**config.mk**
```make
export PLATFORM = sky130hd
export DESIGN_NAME = ea_agen
export DESIGN_NICKNAME = d
export VERILOG_FILES = /design/src/rtl/ea_pkg.sv /design/src/rtl/ea_base_pick.sv /design/src/rtl/ea_offset_gen.sv /design/src/rtl/ea_wb_ctrl.sv /design/src/rtl/ea_agen.sv
export SDC_FILE = /design/constraint.sdc
export NUM_CORES = 1
export LEC_CHECK = 0
export ABC_AREA = 1
export BUFFER_PORTS_ARGS = -buffer_cell sky130_fd_sc_hd__buf_2
export CORE_UTILIZATION = 50
export DETAILED_ROUTE_END_ITERATION = 16
export HOLD_SLACK_MARGIN = 0.08
export PLACE_DENSITY = 0.8
export SLEW_MARGIN = 10
export SYNTH_ARGS = -nofsm -noshare
export SYNTH_HDL_FRONTEND = slang
export SYNTH_HIERARCHICAL = 1
export SYNTH_SLANG_ARGS = --single-unit
```
**constraint.sdc**
```tcl
create_clock -name clk -period 6.3 [get_ports clk]
set_clock_uncertainty 0.2 [all_clocks]
set_input_delay 0.945 -clock clk [delete_from_list [all_inputs] [get_ports clk]]
set_output_delay 0.945 -clock clk [all_outputs]
set_load 0.01 [all_outputs]
```
**src/rtl/ea_pkg.sv**
```systemverilog
package ea_pkg;
  typedef enum logic [1:0] {
    FM_DISP   = 2'd0,
    FM_DISP_W = 2'd1,
    FM_DISP_Q = 2'd2,
    FM_INDEX  = 2'd3
  } fm_t;
endpackage

```
**src/rtl/ea_base_pick.sv**
```systemverilog
module ea_base_pick #(
  parameter int XLEN = 64,
  parameter int REGW = 5
) (
  input  logic [REGW-1:0] base_idx,
  input  logic [XLEN-1:0] base_val,
  input  logic            upd,
  output logic [XLEN-1:0] base_op
);
  // Register zero reads as literal zero only for non-update operations
  always_comb begin
    if (!upd && (base_idx == '0)) base_op = '0;
    else                          base_op = base_val;
  end
endmodule

```
**src/rtl/ea_offset_gen.sv**
```systemverilog
module ea_offset_gen #(
  parameter int XLEN = 64,
  parameter int IMMW = 16,
  parameter int WSH  = 2,
  parameter int QSH  = 4
) (
  input  logic [1:0]      form,
  input  logic [IMMW-1:0] imm_raw,
  input  logic [XLEN-1:0] index_val,
  output logic [XLEN-1:0] offset
);
  import ea_pkg::*;
  localparam int EXTW = XLEN - IMMW;

  logic [IMMW-1:0] imm_w, imm_q;
  assign imm_w = {imm_raw[IMMW-1:WSH], {WSH{1'b0}}};
  assign imm_q = {imm_raw[IMMW-1:QSH], {QSH{1'b0}}};

  always_comb begin
    unique case (fm_t'(form))
      FM_DISP:   offset = {{EXTW{imm_raw[IMMW-1]}}, imm_raw};
      FM_DISP_W: offset = {{EXTW{imm_w[IMMW-1]}}, imm_w};
      FM_DISP_Q: offset = {{EXTW{imm_q[IMMW-1]}}, imm_q};
      default:   offset = index_val;
    endcase
  end
endmodule

```
**src/rtl/ea_wb_ctrl.sv**
```systemverilog
module ea_wb_ctrl #(
  parameter int REGW = 5
) (
  input  logic [REGW-1:0] base_idx,
  input  logic [REGW-1:0] rt_idx,
  input  logic            upd,
  input  logic            is_store,
  output logic            wb_en,
  output logic            bad_form
);
  logic zero_base;
  assign zero_base = (base_idx == '0);
  // Loads may not update register zero or their own target; stores may
  always_comb begin
    bad_form = upd && !is_store && (zero_base || (base_idx == rt_idx));
    wb_en    = upd && !bad_form && !zero_base;
  end
endmodule

```
**src/rtl/ea_agen.sv**
```systemverilog
module ea_agen #(
  parameter int XLEN    = 64,
  parameter int REGW    = 5,
  parameter int IMMW    = 16,
  parameter int WSH     = 2,
  parameter int QSH     = 4,
  parameter bit OUT_REG = 1'b1
) (
  input  logic            clk,
  input  logic            rst,
  input  logic [REGW-1:0] base_idx,
  input  logic [XLEN-1:0] base_val,
  input  logic [XLEN-1:0] index_val,
  input  logic [IMMW-1:0] imm_raw,
  input  logic [1:0]      form,
  input  logic            upd,
  input  logic [REGW-1:0] rt_idx,
  input  logic            is_store,
  output logic [XLEN-1:0] ea_out,
  output logic            wb_en,
  output logic [REGW-1:0] wb_idx,
  output logic            bad_form
);
  logic [XLEN-1:0] base_op, offset, ea_c;
  logic            wb_c, bad_c;

  ea_base_pick #(.XLEN(XLEN), .REGW(REGW)) u_base (
    .base_idx(base_idx), .base_val(base_val), .upd(upd), .base_op(base_op)
  );

  ea_offset_gen #(.XLEN(XLEN), .IMMW(IMMW), .WSH(WSH), .QSH(QSH)) u_off (
    .form(form), .imm_raw(imm_raw), .index_val(index_val), .offset(offset)
  );

  ea_wb_ctrl #(.REGW(REGW)) u_wb (
    .base_idx(base_idx), .rt_idx(rt_idx), .upd(upd), .is_store(is_store),
    .wb_en(wb_c), .bad_form(bad_c)
  );

  // Plain modular add, carry out discarded
  assign ea_c = base_op + offset;

  generate
    if (OUT_REG) begin : g_reg
      always_ff @(posedge clk) begin
        if (rst) begin
          ea_out   <= '0;
          wb_en    <= 1'b0;
          wb_idx   <= '0;
          bad_form <= 1'b0;
        end else begin
          ea_out   <= ea_c;
          wb_en    <= wb_c;
          wb_idx   <= base_idx;
          bad_form <= bad_c;
        end
      end
    end else begin : g_comb
      assign ea_out   = ea_c;
      assign wb_en    = wb_c;
      assign wb_idx   = base_idx;
      assign bad_form = bad_c;
    end
  endgenerate
endmodule

```
==> tab_implementation.tex <==
\begin{tabular}{lr}
\hline
Metric & Value \\
\hline
\multicolumn{2}{l}{\textbf{GRT}} \\
\quad Total routing resource utilization after global routing & 34.2\% \\
\quad Maximum number of pins on one net before global-route repair & 67 \\
\quad Via count of the first global-routing pass & 9572 \\
\quad Global-route wire length before repair & 48800 microns \\
\quad Antenna violations before repair & 0 \\
\quad Congestion Overflow GR & 0 \\
\multicolumn{2}{l}{\textbf{Synth}} \\
\quad Share of the synthesized area in the top cell type & 29.1\% \\
\quad Multiplexer share of the synthesized area & 0\% \\
\quad Count of unique library cells instantiated by Yosys & 33 \\
\quad Area fraction in and, or, nand and nor cells after synthesis & 48.9\% \\
\quad Netlist Area Pre-Place & 9190 sq um \\
\quad Largest family of logic cells by synthesized area & simple AND/OR/NAND/NOR gates \\
\quad Post-Synth XOR/XNOR Area & 0.191\% \\
\quad Flop and latch count out of synthesis & 71 \\
\quad Area share of fa/ha/maj cells after synthesis & 8.79\% \\
\quad Complex-gate fraction of the synthesized area & 7.89\% \\
\quad Main area contributors after synthesis & sky130\_fd\_sc\_hd\_\_nand2\_1 (29\%), sky130\_fd\_sc\_hd\_\_inv\_1 (16\%), sky130\_fd\_sc\_hd\_\_dfxtp\_1 (15\%), sky130\_fd\_sc\_hd\_\_ha\_1 (8.6\%), sky130\_fd\_sc\_hd\_\_nand3\_1 (7.0\%) \\
\quad Post-Syn Instances & 1787 \\
\quad Total of warnings raised by yosys & 6 \\
\quad Leading area contributor after synthesis & sky130\_fd\_sc\_hd\_\_nand2\_1 \\
\quad Synth Area per Inst & 5.14 sq um \\
\quad Synth Net Count & 2011 \\
\quad Register area share after synthesis & 15.5\% \\
\multicolumn{2}{l}{\textbf{Detailed routing}} \\
\quad Detailed-route wire length & 32600 microns \\
\quad Via Count & 11200 \\
\quad First-pass iteration count of the detailed router & 5 \\
\quad Number of nets still failing antenna checks after routing & 0 \\
\quad Drt first-iter violations & 804 \\
\quad Detailed-route wire length per cell & 14.6 microns \\
\quad DRC violation count after routing & 0 \\
\quad Avg Vias per Cell & 5.01 \\
\multicolumn{2}{l}{\textbf{Clock network}} \\
\quad Clock buffers created by TritonCTS & 9 \\
\quad TritonCTS clock tree & yes \\
\quad Post-CTS sizing & 0 \\
\quad Setup Fix Bufs, Post-CTS & 0 \\
\quad Clk sink count & 71 \\
\quad \# H-tree levels & 3 \\
\quad Root Driver & sky130\_fd\_sc\_hd\_\_clkbuf\_16 \\
\quad Hold buffer count at cts & 0 \\
\quad Clock-pin slew on the worst setup and hold paths & 0.07 ns \\
\quad Maximum clock insertion buffer count & 2 \\
\multicolumn{2}{l}{\textbf{Finish}} \\
\quad Layout Area Growth over Synthesis & 17.3\% \\
\quad Combined area of the multi-input logic cells & 6050 sq um \\
\quad Most frequent standard cell in the layout excluding fill and tap cells & sky130\_fd\_sc\_hd\_\_nand2\_1 \\
\quad Post-Layout Cell Count & 2233 \\
\quad Top library cells by usage in the layout, fill and taps aside & sky130\_fd\_sc\_hd\_\_nand2\_1 (713), sky130\_fd\_sc\_hd\_\_inv\_1 (392), sky130\_fd\_sc\_hd\_\_buf\_2 (230) \\
\quad Post-layout net count & 2223 \\
\quad Number of fillers in the final layout & 1906 \\
\quad Fraction of layout cells with a size suffix above 1 & 15.8\% \\
\quad Sequential cell area & 1420 sq um \\
\quad Number of inserted diodes & 0 \\
\multicolumn{2}{l}{\textbf{Timing}} \\
\quad Count of final hold-check violations & 0 \\
\quad Share of the cycle needed by the critical path after routing & 67.5\% \\
\quad Sum of negative setup slack & 0 ns \\
\quad Maximum clock frequency & 235 MHz \\
\quad Min cycle time layout & 4.25 ns \\
\quad Final-report max-slew violation count & 0 \\
\quad Least-Margin Pin Slew & 0.801 ns \\
\quad Worst max-slew margin expressed relative to the limit & 46.6\% \\
\quad Unrepaired setup endpoints after global routing & false \\
\quad Total setup violations reported at the end of the flow & 0 \\
\multicolumn{2}{l}{\textbf{Outcome}} \\
\quad Run status & complete, no violations \\
\multicolumn{2}{l}{\textbf{Worst hold path}} \\
\quad Hold Crit Class & in -> reg \\
\multicolumn{2}{l}{\textbf{Die}} \\
\quad Starting utilization of the core area & 51.2\% \\
\quad Floorplan row count & 49 \\
\quad Die Wd & 138 microns \\
\quad Top-level I/O count & 231 \\
\quad Floorplan die area & 18900 sq um \\
\quad Placeable core area & 18000 sq um \\
\quad DIE HEIGHT & 138 microns \\
\multicolumn{2}{l}{\textbf{Flow run}} \\
\quad Max-cap check violation count & 0 \\
\multicolumn{2}{l}{\textbf{Worst setup path}} \\
\quad Data required time of the critical path & 6.35 ns \\
\quad Crit path max-delay cell type & sky130\_fd\_sc\_hd\_\_ha\_1 \\
\quad Critical setup path kind & in -> reg \\
\quad Data arrival time at the worst-slack endpoint & 4.30 ns \\
\quad Crit path cell chain & buf\_2 > nand2\_1 > nand2\_1 > buf\_4 > nand2\_1 > ha\_1 > nand2\_2 > nor2\_2 > inv\_2 > nor3\_2 > nand3\_1 > nand3\_1 > nand2\_1 > inv\_1 > nor2\_1 \\
\quad Number of buffers and inverters on the critical path & 4 \\
\quad Kind of launch point of the worst setup path & input port \\
\quad Biggest fanout along the worst timing path & 38 \\
\quad Nature of the critical path endpoint & register \\
\quad Critical path's most frequent cell & sky130\_fd\_sc\_hd\_\_nand2\_1 \\
\quad Family with the most delay on the worst path & simple AND/OR/NAND/NOR gates \\
\quad Max incr delay on CP & 0.49 ns \\
\multicolumn{2}{l}{\textbf{Placed design}} \\
\quad Placed cells & 2217 \\
\quad Routability-driven placement congestion ratio & 0.984 \\
\quad Half-perimeter wire length after placement & 27200 microns \\
\quad Number of I/O port buffers & 230 \\
\multicolumn{2}{l}{\textbf{Power and ir drop}} \\
\quad Static leakage power & 7.23 nW \\
\quad Power per cell area & 195 nW/um\^{}2 \\
\quad Peak supply drop & 0.146 mV \\
\hline
\end{tabular}
## metal layers
layer  track usage (%)  up-vias  part of all wire (%)
met2              55.4      420                    44
li1                  -     5796                     -
met1              46.2     4921                    45
met4              12.0        0                   3.0
met3              4.38       47                   7.4
met5                 0        -                     0
## flip-flops by register name, indices dropped and copies added, names as in the netlist
register	flops
ea_out	64
wb_idx	5
bad_form	1
wb_en	1
## synth_stat cells (all sizes together)
cell type,number
nor3,15
nand4,12
nor2,151
o21ai,30
ha,63
o21bai,6
clkinv,2
o21a,2
or2,2
and3,6
xnor2,2
a21oi,100
dfxtp,71
clkbuf,9
a21boi,1
nor4,4
inv,403
nand3,137
fa,1
nand2,737
a211oi,1
buf,24
and2,8
## power by group
part           total [mW]  switching [mW]  internal, mW
clock network       0.597           0.244         0.353
logic               0.980           0.655         0.325
registers           0.527          0.0167         0.510
## cell type report
type,count,area share (%)
Clock buffer,9,2.09
Clock inverter,7,0.951
Inverter,405,14.1
Multi-Input combinational cell,1278,56.1
Sequential cell,71,13.2
Tap cell,229,2.66
Timing Repair Buffer,234,11.0
## stage by stage
step                      total power [mW]  util, %  setup WS, ns  area [sq um]  hold slack (ns)
after floorplan                       1.17        -          3.18          9190            0.852
after CTS                             2.10     60.0          2.11         10800            0.625
after global routing                  2.25     60.0          1.88         10800            0.641
final                                 2.10     60.0          2.05         10800            0.634
after global placement                1.49     58.2          1.81         10500            0.998
after detailed placement              1.50     58.2          1.74         10500            0.999
## kinds of logic (layout without fill, tap and decap cells)
family,count (synthesis),in the layout
buffers and inverters,438,655
and+or+nand+nor,1072,1072
xor gates and xnor gates,2,2
AOI/OAI and AO/OA,140,140
DFF,71,71
adders and majority gates,64,64
## final timing paths
path                        start          to  slack (ns)  depth (start not counted)
worst max-delay path      form[0]  ea_out[47]        2.05                         15
worst min-delay path  base_idx[1]   wb_idx[1]        0.63                          3
Power figures use the tool's default switching activity.
